$ cat src/rtl/xpal_pkg.sv
package xpal_pkg;
  typedef enum logic {MODE_RD = 1'b0, MODE_WR = 1'b1} xpal_mode_e;
  typedef logic [1:0] comp_sel_t;
  localparam int unsigned N_COMP   = 3;
  localparam comp_sel_t   COMP_RED = 2'd0;
  localparam comp_sel_t   COMP_BLU = 2'd2;
endpackage

$ cat src/rtl/xpal_seq.sv
module xpal_seq
  import xpal_pkg::*;
#(
  parameter int unsigned IDX_W = 8
) (
  input  logic             clk,
  input  logic             rst_n,
  input  logic             idx_rd_set,
  input  logic             idx_wr_set,
  input  logic             data_rd,
  input  logic             data_wr,
  input  logic [IDX_W-1:0] idx_val,
  output xpal_mode_e       mode,
  output logic [IDX_W-1:0] act_idx,
  output comp_sel_t        step,
  output logic             rd_fire,
  output logic             wr_fire,
  output logic             rd_bad
);
  xpal_mode_e       mode_q, mode_n;
  logic [IDX_W-1:0] rd_idx_q, rd_idx_n, wr_idx_q, wr_idx_n;
  comp_sel_t        step_q, step_n;
  logic             any_set, upd;

  // next-state
  always_comb begin
    any_set  = idx_rd_set | idx_wr_set;
    wr_fire  = data_wr & ~any_set & (mode_q == MODE_WR);
    rd_fire  = data_rd & ~any_set & (mode_q == MODE_RD);
    rd_bad   = data_rd & ~any_set & (mode_q == MODE_WR);
    upd      = any_set | wr_fire | rd_fire;
    mode_n   = mode_q;
    rd_idx_n = rd_idx_q;
    wr_idx_n = wr_idx_q;
    step_n   = step_q;
    if (idx_wr_set) begin
      wr_idx_n = idx_val;
      mode_n   = MODE_WR;
      step_n   = COMP_RED;
    end else if (idx_rd_set) begin
      rd_idx_n = idx_val;
      mode_n   = MODE_RD;
      step_n   = COMP_RED;
    end else if (wr_fire | rd_fire) begin
      if (step_q == COMP_BLU) begin
        step_n = COMP_RED;
        if (mode_q == MODE_WR) wr_idx_n = wr_idx_q + 1'b1;
        else                   rd_idx_n = rd_idx_q + 1'b1;
      end else begin
        step_n = step_q + 2'd1;
      end
    end
  end

  // registers
  always_ff @(posedge clk or negedge rst_n) begin
    if (!rst_n) begin
      mode_q   <= MODE_WR;
      rd_idx_q <= '0;
      wr_idx_q <= '0;
      step_q   <= COMP_RED;
    end else if (upd) begin
      mode_q   <= mode_n;
      rd_idx_q <= rd_idx_n;
      wr_idx_q <= wr_idx_n;
      step_q   <= step_n;
    end
  end

  assign mode    = mode_q;
  assign act_idx = (mode_q == MODE_RD) ? rd_idx_q : wr_idx_q;
  assign step    = step_q;
endmodule

$ cat src/rtl/xpal_store.sv
module xpal_store
  import xpal_pkg::*;
#(
  parameter int unsigned ENTRIES  = 16,
  parameter int unsigned COMP_W   = 8,
  parameter int unsigned TAP_BG   = 0,
  parameter int unsigned TAP_BRD  = 2,
  parameter int unsigned TAP_FG   = 15,
  localparam int unsigned SEL_W   = $clog2(ENTRIES),
  localparam int unsigned FLAT_W  = ENTRIES * N_COMP * COMP_W,
  localparam int unsigned COL_W   = N_COMP * COMP_W
) (
  input  logic              clk,
  input  logic              rst_n,
  input  logic              we,
  input  logic [SEL_W-1:0]  sel,
  input  comp_sel_t         comp,
  input  logic [COMP_W-1:0] wdata,
  output logic [COMP_W-1:0] rd_val,
  output logic [COL_W-1:0]  tap_bg,
  output logic [COL_W-1:0]  tap_brd,
  output logic [COL_W-1:0]  tap_fg
);
  logic [FLAT_W-1:0] flat;

  for (genvar e = 0; e < ENTRIES; e++) begin : g_ent
    for (genvar c = 0; c < N_COMP; c++) begin : g_comp
      logic [COMP_W-1:0] cell_q;
      logic              cell_en;
      assign cell_en = we && (sel == SEL_W'(e)) && (comp == 2'(c));
      always_ff @(posedge clk or negedge rst_n) begin
        if (!rst_n)       cell_q <= '0;
        else if (cell_en) cell_q <= wdata;
      end
      assign flat[(e*N_COMP + c)*COMP_W +: COMP_W] = cell_q;
    end
    // entry packed red-high: component 0 lands in the top byte
    if (e == TAP_BG) begin : g_bg
      assign tap_bg = {flat[(e*N_COMP)*COMP_W +: COMP_W],
                       flat[(e*N_COMP+1)*COMP_W +: COMP_W],
                       flat[(e*N_COMP+2)*COMP_W +: COMP_W]};
    end
    if (e == TAP_BRD) begin : g_brd
      assign tap_brd = {flat[(e*N_COMP)*COMP_W +: COMP_W],
                        flat[(e*N_COMP+1)*COMP_W +: COMP_W],
                        flat[(e*N_COMP+2)*COMP_W +: COMP_W]};
    end
    if (e == TAP_FG) begin : g_fg
      assign tap_fg = {flat[(e*N_COMP)*COMP_W +: COMP_W],
                       flat[(e*N_COMP+1)*COMP_W +: COMP_W],
                       flat[(e*N_COMP+2)*COMP_W +: COMP_W]};
    end
  end

  always_comb begin
    rd_val = flat[(int'(sel)*N_COMP + int'(comp))*COMP_W +: COMP_W];
  end
endmodule

$ cat src/rtl/xpal_rmux.sv
module xpal_rmux #(
  parameter int unsigned COMP_W = 8
) (
  input  logic              clk,
  input  logic              rst_n,
  input  logic              rd_fire,
  input  logic              rd_bad,
  input  logic              use_ext,
  input  logic [COMP_W-1:0] ext_val,
  input  logic [COMP_W-1:0] std_val,
  output logic [COMP_W-1:0] rdata
);
  logic [COMP_W-1:0] rdata_q, rdata_n;
  logic              cap_en;

  always_comb begin
    cap_en  = rd_fire | rd_bad;
    rdata_n = rd_bad ? '1 : (use_ext ? ext_val : std_val);
  end

  always_ff @(posedge clk or negedge rst_n) begin
    if (!rst_n)      rdata_q <= '0;
    else if (cap_en) rdata_q <= rdata_n;
  end

  assign rdata = rdata_q;
endmodule

$ cat src/rtl/xpal_port.sv
module xpal_port
  import xpal_pkg::*;
#(
  parameter int unsigned DATA_W     = 8,
  parameter int unsigned ENTRIES    = 16,
  parameter int unsigned BG_ENTRY   = 0,
  parameter int unsigned BRD_ENTRY  = 2,
  parameter int unsigned FG_ENTRY   = ENTRIES - 1,
  localparam int unsigned SEL_W     = $clog2(ENTRIES),
  localparam int unsigned COL_W     = N_COMP * DATA_W
) (
  input  logic              clk,
  input  logic              rst_n,
  input  logic              xpal_en,
  input  logic              idx_rd_set,
  input  logic              idx_wr_set,
  input  logic              data_rd,
  input  logic              data_wr,
  input  logic [DATA_W-1:0] wdata,
  output logic [DATA_W-1:0] rdata,
  output logic              std_we,
  output logic              std_re,
  output logic [DATA_W-1:0] dac_idx,
  output logic [1:0]        dac_comp,
  input  logic [DATA_W-1:0] std_rdata,
  output logic [COL_W-1:0]  col_bg,
  output logic [COL_W-1:0]  col_border,
  output logic [COL_W-1:0]  col_fg
);
  xpal_mode_e        cur_mode;
  logic [DATA_W-1:0] act_idx;
  comp_sel_t         step;
  logic              rd_fire, wr_fire, rd_bad, x_we;
  logic [DATA_W-1:0] x_rd_val;

  xpal_seq #(.IDX_W(DATA_W)) u_seq (
    .clk        (clk),
    .rst_n      (rst_n),
    .idx_rd_set (idx_rd_set),
    .idx_wr_set (idx_wr_set),
    .data_rd    (data_rd),
    .data_wr    (data_wr),
    .idx_val    (wdata),
    .mode       (cur_mode),
    .act_idx    (act_idx),
    .step       (step),
    .rd_fire    (rd_fire),
    .wr_fire    (wr_fire),
    .rd_bad     (rd_bad)
  );

  assign x_we     = wr_fire & xpal_en;
  assign std_we   = wr_fire & ~xpal_en;
  assign std_re   = rd_fire & ~xpal_en;
  assign dac_idx  = act_idx;
  assign dac_comp = step;

  xpal_store #(
    .ENTRIES (ENTRIES),
    .COMP_W  (DATA_W),
    .TAP_BG  (BG_ENTRY),
    .TAP_BRD (BRD_ENTRY),
    .TAP_FG  (FG_ENTRY)
  ) u_store (
    .clk     (clk),
    .rst_n   (rst_n),
    .we      (x_we),
    .sel     (act_idx[SEL_W-1:0]),
    .comp    (step),
    .wdata   (wdata),
    .rd_val  (x_rd_val),
    .tap_bg  (col_bg),
    .tap_brd (col_border),
    .tap_fg  (col_fg)
  );

  xpal_rmux #(.COMP_W(DATA_W)) u_rmux (
    .clk     (clk),
    .rst_n   (rst_n),
    .rd_fire (rd_fire),
    .rd_bad  (rd_bad),
    .use_ext (xpal_en),
    .ext_val (x_rd_val),
    .std_val (std_rdata),
    .rdata   (rdata)
  );
endmodule

$ cat config.mk
export PLATFORM = sky130hd
export DESIGN_NAME = xpal_port
export DESIGN_NICKNAME = d
export VERILOG_FILES = /design/src/rtl/xpal_pkg.sv /design/src/rtl/xpal_seq.sv /design/src/rtl/xpal_store.sv /design/src/rtl/xpal_rmux.sv /design/src/rtl/xpal_port.sv
export SDC_FILE = /design/constraint.sdc
export NUM_CORES = 1
export LEC_CHECK = 0
export BUFFER_PORTS_ARGS = -buffer_cell sky130_fd_sc_hd__clkbuf_2
export CAP_MARGIN = 30
export CORE_ASPECT_RATIO = 0.6
export CORE_MARGIN = 1
export CORE_UTILIZATION = 56
export DETAILED_ROUTE_END_ITERATION = 16
export GPL_ROUTABILITY_DRIVEN = 0
export GPL_TIMING_DRIVEN = 1
export MAX_ROUTING_LAYER = met4
export PLACE_DENSITY = 0.71
export SYNTH_ARGS = -nofsm -noshare
export SYNTH_HDL_FRONTEND = slang
export SYNTH_HIERARCHICAL = 1
export SYNTH_SLANG_ARGS = --single-unit
$ cat constraint.sdc
create_clock -name clk -period 8.5 [get_ports clk]
set_clock_uncertainty 0.15 [all_clocks]
set_input_delay 0 -clock clk [delete_from_list [all_inputs] [get_ports clk]]
set_output_delay 0 -clock clk [all_outputs]
set_load 0.02 [all_outputs]
---- After elaboration in Yosys (flattened, before gate mapping) ----
Cells that the tools add are included.
operators by class
  add/sub/neg operators ................... 4
  multipliers ............................. 1
  equality and inequality tests ........... 19
  shift operators ......................... 1
  mux-type cells .......................... 18
  bitwise gates (word level) .............. 17
  reduce and logical (&&, ||, !) cells .... 77
operators with widths
  operator                                                               number
  384-bit by 33-bit indexed part select with 8-bit output                1
  8-bit 2-to-1 mux                                                       12
  1-bit logical AND                                                      64
  4-bit equality test, second input constant                             8
  8-bit by 1-bit adder with 8-bit output, second input constant          2
  4-bit by 3-bit equality test with 1-bit output, second input constant  4
  2-bit nonzero test                                                     6
  5-bit AND reduction                                                    2
  1-bit bitwise AND                                                      8
  4-bit by 2-bit equality test with 1-bit output, second input constant  2
  2-bit 2-to-1 mux                                                       4
  6-bit by 2-bit adder with 7-bit output                                 1
  4-bit by 2-bit multiplier with 6-bit output, second input constant     1
  1-bit bitwise OR                                                       5
  4-bit by 1-bit equality test with 1-bit output, second input constant  1
  4-bit zero test                                                        1
  1-bit NOT                                                              4
  2-bit AND reduction                                                    2
  3-bit nonzero test                                                     1
  2-bit by 1-bit adder with 2-bit output, second input constant          1
  2-bit by 1-bit equality test with 1-bit output, second input constant  1
  2-bit equality test, second input constant                             1
  2-bit zero test                                                        1
  1-bit 2-to-1 mux                                                       2
  other kinds (2)                                                        2
storage, ports and cells
  bits in registers ....................... 411
  bits of input ports ..................... 23
  output and inout bits ................... 92
  word-level logic and storage cells ...... 190

---- Longest topological paths before layout ----
Gate-level depths: netlist of run 1.
  depth after elaboration ................. 8
  gate-level depth with buffers ........... 17
  depth with buffers taken out ............ 14

---- Cells and area by module ----
The synthesis of run 1 kept the hierarchy.
modules (own cells, without submodules)
  module      times used  cells each  area an instance (um^2)  sequential area each (um^2)
  xpal_store  1           1117        17844.6                  9609.2
  xpal_seq    1           138         1286.2                   476.7
  xpal_rmux   1           29          397.9                    200.2
  xpal_port   1           3           18.8                     0.0

---- Least setup slack after synthesis of run 1 ----
No wires, ideal clock.
  path type ............................... reg-to-reg
  start ................................... register u_seq.mode_q, in the netlist u_seq/mode
  end ..................................... register u_rmux.rdata_q[1], in the netlist u_rmux/rdata[1]
  setup time .............................. 0.123 ns
  data arrival time ....................... 4.307 ns
  required time ........................... 8.227 ns
  setup slack ............................. 3.921 ns
  stages on the path, launching flop included .. 17
  buffers on the path ..................... 3
  period minus slack after synthesis ...... 4.579 ns
  cells stage by stage .................... dfstp_2 > buf_6 > clkbuf_1 > mux2_2 > inv_1 > fa_1 > inv_1 > ha_1 > inv_1 > fa_1 > xor2_2 > buf_6 > mux4_2 > nor2_1 > o22ai_1 > mux2i_1 > a2bb2oi_1
on the way
  word-level cells in the longest chain between the ends .. 6
  elaborated cells between the ends (all ways) .. 10
  classes of those cells .................. add/sub (1); mul (1); shift (1); mux (3); bitwise (4)
ends and longest elaborated chain
  element                                                  RTL line          source
  start, declared                                          xpal_seq.sv:20    xpal_mode_e mode_q, mode_n;
  start signal, assigned                                   xpal_seq.sv:63    mode_q <= mode_n;
  8-bit 2-to-1 mux                                         xpal_seq.sv:71    assign act_idx = (mode_q == MODE_RD) ? rd_idx_q : wr_idx_q;
  via dac_idx[1]                                           xpal_port.sv:23   output logic [DATA_W-1:0] dac_idx,
  4-bit by 2-bit multiplier with 6-bit output              xpal_store.sv:56  rd_val = flat[(int'(sel)*N_COMP + int'(comp))*COMP_W +: COMP_W];
  6-bit by 2-bit adder with 7-bit output                   xpal_store.sv:56
  384-bit by 33-bit indexed part select with 8-bit output  xpal_store.sv:56
  via x_rd_val[1]                                          xpal_port.sv:34   logic [DATA_W-1:0] x_rd_val;
  8-bit 2-to-1 mux (2 in a row)                            xpal_rmux.sv:18   rdata_n = rd_bad ? '1 : (use_ext ? ext_val : std_val);
  end signal, assigned                                     xpal_rmux.sv:23   else if (cap_en) rdata_q <= rdata_n;
  end, declared                                            xpal_rmux.sv:13   logic [COMP_W-1:0] rdata_q, rdata_n;
The timed path passes the listed nets, and every way through them passes these cells.
A chain may end at the register's enable or synchronous reset.

---- Worst setup path in the final report of run 1 ----
  start ................................... register u_seq.mode_q, in the netlist u_seq/mode
  end ..................................... register u_rmux.rdata_q[6], in the netlist u_rmux/rdata[6]
on the way
  word-level cells in the longest chain between the ends .. 6
  elaborated cells between the ends (all ways) .. 10
  classes of those cells .................. add/sub (1); mul (1); shift (1); mux (3); bitwise (4)
ends and longest elaborated chain
  element                                                  RTL line
  8-bit 2-to-1 mux                                         xpal_seq.sv:71
  4-bit by 2-bit multiplier with 6-bit output              xpal_store.sv:56
  6-bit by 2-bit adder with 7-bit output                   xpal_store.sv:56
  384-bit by 33-bit indexed part select with 8-bit output  xpal_store.sv:56
  via x_rd_val[6]                                          xpal_port.sv:34
  8-bit 2-to-1 mux (2 in a row)                            xpal_rmux.sv:18
The timed path passes the listed nets, and every way through them passes these cells.

==> results.py, run 1 <==
metrics = {
    "logic_synthesis": {
        "ys_types": 59,
        "synth.most_common_cell": "dfrtp_1",
        "async_reset_ff_share_pct": 100,
        "ys_seq_elements": 411,
        "synth_edf_count": 0,
        "yosysWarnings": 6,
        "synth.avg_cell_area_um2": 15.2,
        "synth_top_area_share_pct": 52.5,
        "synthesis.nets": 1327,
        "syn_area_um2": 19500,
        "synth_area_leaders": "dfrtp_1, mux2_2, mux4_2, mux2i_1, nor2_1",
        "synthFlopType": "dfrtp_1",
        "syn_inst": 1287,
        "synth_largest_area_cell": "dfrtp_1",
        "synth_common_cells": "dfrtp_1, mux2_2, mux4_2",
        "yosysSeqAreaShare_pct": 52.6,
    },
    "worst_setup_path": {
        "cpLargestDelayFamily": "multiplexers",
        "max_stage_delay_ns": 0.73,
        "path_buf_inv": 5,
        "cp_data_arrival_time_ns": 5.92,
        "start_kind": "flip-flop",
        "crit_top_cell": "inv_1",
        "setup.worst_path.end_class": "flip-flop",
        "critical_path.cell_chain": "mux2_2 -> inv_1 -> fa_1 -> inv_1 -> ha_4 -> inv_1 -> fa_2 -> buf_4 -> mux4_2 -> mux2i_1 -> o221a_2 -> o22ai_1 -> mux2i_1 -> dlygate4sd3_1 -> a2bb2oi_1",
        "crit_path_start": "u_seq/mode",
        "endpoint": "u_rmux/rdata[6]",
        "cp.depth": 15,
        "reg2reg_from": "u_seq/mode",
        "timing.rr.end": "u_rmux/rdata[6]",
        "rrSetupSlack_ns": 2.84,
        "crit_fanout": 42,
        "crit_type": "flip-flop to flip-flop",
        "slowest_stage": "dfstp_2",
        "r2r.worst_path.cells": 15,
        "cp_data_required_time_ns": 8.75,
    },
    "floorplan": {
        "coreArea_um2": 34000,
        "start_util_pct": 57.4,
        "rows": 52,
        "die-area_um2": 35700,
        "ios": 115,
        "die_x_um": 243,
        "dieHeight_um": 147,
    },
    "drt": {
        "num_vias": 12200,
        "routed_via_density": 6.37,
        "drtPass1Iterations": 5,
        "wl_per_cell_um": 26.8,
        "drc_errors": 0,
        "wirelength_mm": 51.2,
        "drt_iter0_drc": 1131,
        "ant_nets": 0,
    },
    "pwr": {
        "vdd_drop_max_uv": 140,
        "power_density_nw_per_um2": 216,
        "leakage_uw": 0.0107,
        "power.total_uw": 4850,
    },
    "timing": {
        "worstMarginPinSlew_ns": 1.06,
        "period_minus_slack_ns": 5.66,
        "max_freq_mhz": 177,
        "slew_headroom_pct": 29.2,
        "final_hold_viol_count": 8,
        "rsz0062_at_grt": "no",
        "layout_setup_ws_ns": 2.84,
        "worst_hold_slack_ns": -0.0283,
        "finalSetupViolCount": 0,
        "maxSlewViolCount": 0,
        "finalSetupTns_ns": 0,
        "min_period_over_period_pct": 66.6,
    },
    "cells_and_area": {
        "fill_cells": 2376,
        "diodes": 0,
        "layout-drive-gt1-share_pct": 50.7,
        "final_util_pct": 65.9,
        "area_delta_synth_final_pct": 14.7,
        "final_nets": 1461,
    },
    "clock_network": {
        "cts_tree": "yes",
        "cts.clk_slew.worst_paths_ns": 0.06,
        "cts_resized": 0,
        "root_buffer": "clkbuf_16",
        "clockBufferDepth": 3,
        "clkLatencyLatePin_ns": 0.54,
        "clock_sinks": 411,
        "numCtsBuffers": 39,
        "ctsHtreeMaxLevel": 2,
    },
    "global_routing": {
        "grt_pass1_wl_mm": 79.3,
        "grt_max_degree": 117,
        "antenna_found_initial": 2,
        "first_global_vias": 12100,
        "grt.total_usage_pct": 30.6,
        "overflow": 0,
    },
    "run_status": {
        "status": "complete, but fails checks",
        "violations": "hold timing",
    },
    "run": {
        "drv_cap": 0,
    },
    "placed_design": {
        "port_buffers": 114,
        "dp_hpwl_mm": 34.2,
        "place_ws_ns": 3.44,
    },
    "min_path": {
        "hold_class": "primary input to asynchronous set/reset pin",
    },
}
[power breakdown]
| part | switching (uW) | internal (uW) |
|---|---|---|
| Clock | 746 | 1120 |
| Combinational | 493 | 365 |
| Sequential | 77.1 | 2040 |
[repair_timing]
item,4_1_cts,5_1_grt
hold buffers,33,0
endpoints found under the setup margin,0,0
setup buffers,0,0
hold endpoints to repair,172,0
[final cells by class]
cell class              count  area [um2]  area share (%)
inverters                  21        78.8           0.352
repair buffers            178        1320            5.89
flip-flops and latches    411       10300            45.9
well taps                 459         574            2.56
clock buffers              61        1200            5.36
multi-input cells         770        8780            39.2
clock inverters             9         174           0.776
[state kept, by name, summed over array words and instances, names as in the netlist]
register and flops:
u_store/g_ent.g_comp.cell_q 384, u_rmux/rdata 8, u_seq/rd_idx_q 8, u_seq/wr_idx_q 8
u_seq/step 2, u_seq/mode 1
[kinds of logic (layout without fill, tap and decap cells)]
family | Yosys count | count (layout) | share of synthesized area, %
AO/OA/AOI/OAI | 60 | 60 | 2.22
AND/OR/NAND/NOR | 148 | 148 | 3.89
multiplexers | 538 | 538 | 37.2
flip-flops | 411 | 411 | 52.6
buffers and inverters | 106 | 269 | 2.58
adder cells (fa/ha/maj) | 17 | 17 | 1.16
XOR/XNOR | 7 | 7 | 0.352
[how the worst min path moves through the flow]
| stage | end | slack [ns] | startpoint |
|---|---|---|---|
| 2_1_floorplan | u_rmux/rdata[0] | -0.45 | rst_n |
| 3_3_place_gp | u_seq/wr_idx_q[6] | -0.001 | rst_n |
| 4_1_cts | u_seq/wr_idx_q[3] | 0.02 | rst_n |
| 5_1_grt | u_seq/wr_idx_q[4] | 0.06 | rst_n |
| 3_5_place_dp | u_seq/wr_idx_q[6] | 0.003 | rst_n |
| 6_report | u_seq/wr_idx_q[3] | -0.03 | rst_n |
[cell usage in the layout, fill, tap and decap left out, types with 4 or more instances in the layout]
| cell | Yosys | final |
|---|---|---|
| bufinv_16 | 0 | 5 |
| o21ai_0 | 8 | 8 |
| buf_16 | 0 | 6 |
| clkbuf_16 | 0 | 41 |
| buf_12 | 0 | 4 |
| nand2_1 | 17 | 17 |
| nor2_2 | 10 | 10 |
| nand3_1 | 21 | 21 |
| nor2b_1 | 4 | 4 |
| ha_1 | 15 | 13 |
| clkbuf_2 | 0 | 113 |
| nor2_1 | 62 | 62 |
| clkbuf_1 | 59 | 10 |
| mux4_2 | 107 | 107 |
| buf_4 | 3 | 18 |
| a2bb2oi_1 | 8 | 8 |
| dfrtp_1 | 410 | 410 |
| o22ai_1 | 10 | 10 |
| nand2b_1 | 4 | 4 |
| a21oi_1 | 10 | 10 |
| clkbuf_8 | 0 | 11 |
| dlygate4sd3_1 | 0 | 33 |
| inv_1 | 20 | 20 |
| xnor2_1 | 4 | 4 |
| nor3_1 | 4 | 4 |
| mux2i_1 | 33 | 33 |
| mux2_2 | 395 | 395 |
| o221a_2 | 7 | 7 |
[through the flow]
step	cell area, um2	instances
after CTS	22400	1906
after detailed placement	20700	1803
after global placement	20400	1787
after floorplan	19500	1287
final	22400	1909
after global routing	22400	1909
[routing by layer]
layer / share of wire [%] / track usage, % / vias to the layer above
met4: 1.3 / 5.41 / 0
met3: 9.3 / 6.85 / 65
met1: 49 / 50.0 / 6516
met5: 0 / - / -
li1: - / - / 5077
met2: 41 / 38.9 / 507
Power figures use the tool's default switching activity.
==> inputs of run 2 (changes only) <==
--- a/config.mk
+++ b/config.mk
@@ -9,12 +9,12 @@
 export CAP_MARGIN = 30
 export CORE_ASPECT_RATIO = 0.6
 export CORE_MARGIN = 1
-export CORE_UTILIZATION = 56
+export CORE_UTILIZATION = 55
 export DETAILED_ROUTE_END_ITERATION = 16
 export GPL_ROUTABILITY_DRIVEN = 0
 export GPL_TIMING_DRIVEN = 1
 export MAX_ROUTING_LAYER = met4
-export PLACE_DENSITY = 0.71
+export PLACE_DENSITY = 0.73
 export SYNTH_ARGS = -nofsm -noshare
 export SYNTH_HDL_FRONTEND = slang
 export SYNTH_HIERARCHICAL = 1
==> constraint.sdc (replaced) <==
create_clock -name clk -period 4.75 [get_ports clk]
set_clock_uncertainty 0.15 [all_clocks]
set_input_delay 0 -clock clk [delete_from_list [all_inputs] [get_ports clk]]
set_output_delay 0 -clock clk [all_outputs]
set_load 0.02 [all_outputs]
==> results.py, run 2 (same netlist as run 1, synthesis figures left out) <==
metrics = {
    "worst_setup_path": {
        "setup.worst_path.end_class": "flip-flop",
        "max_stage_delay_ns": 0.56,
        "crit_type": "flip-flop to flip-flop",
        "cpLargestDelayFamily": "multiplexers",
        "critical_path.cell_chain": "mux2_2 -> inv_1 -> fa_1 -> inv_1 -> ha_4 -> buf_4 -> mux4_2 -> mux2i_1 -> o221a_2 -> o22ai_1 -> mux2i_1 -> dlygate4sd3_1 -> a2bb2oi_1",
        "crit_fanout": 24,
        "path_buf_inv": 4,
        "cp_data_required_time_ns": 5.01,
        "start_kind": "flip-flop",
        "cp_data_arrival_time_ns": 4.90,
        "slowest_stage": "ha_4",
    },
    "drt": {
        "drtPass1Iterations": 6,
        "routed_via_density": 6.47,
        "drt_iter0_drc": 1328,
        "drc_errors": 0,
        "ant_nets": 0,
        "wl_per_cell_um": 27.7,
        "num_vias": 12400,
        "wirelength_mm": 53.1,
    },
    "floorplan": {
        "die-area_um2": 36300,
        "coreArea_um2": 35000,
        "ios": 115,
        "start_util_pct": 55.8,
        "dieHeight_um": 148,
        "rows": 53,
        "die_x_um": 245,
    },
    "clock_network": {
        "clock_sinks": 411,
        "cts_tree": "yes",
        "numCtsBuffers": 40,
        "clockBufferDepth": 3,
        "clkLatencyLatePin_ns": 0.55,
        "ctsHtreeMaxLevel": 2,
        "root_buffer": "clkbuf_16",
        "cts.clk_slew.worst_paths_ns": 0.07,
    },
    "global_routing": {
        "overflow": 0,
        "first_global_vias": 12500,
        "grt.total_usage_pct": 31.2,
        "grt_max_degree": 112,
        "grt_pass1_wl_mm": 81.2,
        "antenna_found_initial": 4,
    },
    "cells_and_area": {
        "largest_register_ffs": 384,
        "final_common_cell": "dfrtp_1",
        "regArea_um2": 10300,
        "multi_input_area_um2": 8800,
        "final_nets": 1458,
        "regMostFlops": "u_store/g_ent.g_comp.cell_q",
        "layout.cells.non_filler": 1918,
        "final_util_pct": 64.2,
        "final_cell_mix": "dfrtp_1, mux2_2, clkbuf_2",
        "fill_cells": 2497,
        "area_delta_synth_final_pct": 14.9,
        "layout-drive-gt1-share_pct": 51.6,
    },
    "timing": {
        "worstMarginPinSlew_ns": 1.10,
        "final_hold_viol_count": 0,
        "max_freq_mhz": 215,
        "period_minus_slack_ns": 4.65,
        "layout_setup_ws_ns": 0.104,
        "min_period_over_period_pct": 97.8,
        "finalSetupTns_ns": 0,
        "maxSlewViolCount": 0,
        "rsz0062_at_grt": "no",
        "slew_headroom_pct": 26.3,
        "finalSetupViolCount": 0,
    },
    "placed_design": {
        "place_ws_ns": 0.436,
        "dpl.cell_count": 1809,
        "dp_hpwl_mm": 36.3,
        "port_buffers": 114,
    },
    "pwr": {
        "vdd_drop_max_uv": 274,
        "power_density_nw_per_um2": 396,
        "leakage_uw": 0.0107,
    },
    "run_status": {
        "status": "completed",
    },
    "run": {
        "drv_cap": 0,
    },
    "min_path": {
        "hold_class": "primary input to flip-flop",
    },
}
## run 2: worst paths after layout
check | cells after the start | slack, ns | start | endpoint
worst min register to register | 1 | 0.35 | u_store/g_ent[13].g_comp[0].cell_q[2] | u_store/g_ent[13].g_comp[0].cell_q[2]
min in group asynchronous | 3 | 0.45 | rst_n | u_store/g_ent[1].g_comp[2].cell_q[2]
worst min-delay path | 3 | 0.06 | wdata[7] | u_store/g_ent[5].g_comp[2].cell_q[7]
max in group asynchronous | 4 | 2.71 | rst_n | u_store/g_ent[1].g_comp[2].cell_q[4]
worst max register to register | 13 | 0.10 | u_seq/mode | u_rmux/rdata[2]
worst max-delay path | 13 | 0.10 | u_seq/mode | u_rmux/rdata[2]
## run 2: cell type report
cell class | count | share of cell area [%]
Sequential cell | 411 | 45.8
Multi-Input combinational cell | 770 | 39.2
Timing Repair Buffer | 174 | 5.67
Clock buffer | 56 | 5.26
Tap cell | 467 | 2.60
Clock inverter | 17 | 1.14
Inverter | 21 | 0.351
Antenna cell | 2 | 0.0223
## run 2: metrics by stage
step	hold WS, ns	power [uW]	cell area, um2
3_5_place_dp	-0.0293	5350	20700
4_1_cts	0.0747	8830	22400
5_1_grt	0.0849	9200	22500
2_1_floorplan	-0.446	4830	19500
3_3_place_gp	-0.0273	5310	20600
6_report	0.0622	8890	22500
## run 2: worst min-delay path, cell delays in order
cell and delay (ns):
clkbuf_2 0.08, buf_4 0.28, mux2_2 0.35
## run 2: layer usage
layer	GRT usage [%]	vias to the layer above	wire length, um
met4	6.49	0	1010
met3	9.02	84	5430
met5	-	-	0
li1	-	5071	-
met1	47.9	6716	24300
met2	40.8	529	22400
## run 2: power by group
group / switching [uW] / internal (uW)
clock: 1390 / 2080
combinational: 899 / 733
sequential: 135 / 3650
## run 2: repair_timing
action / in CTS / in global routing
resized for setup: 0 / 1
hold buffers: 24 / 0
endpoints found under the setup margin: 0 / 1
endpoints found under the hold margin: 155 / 0
buffers inserted: 0 / 9
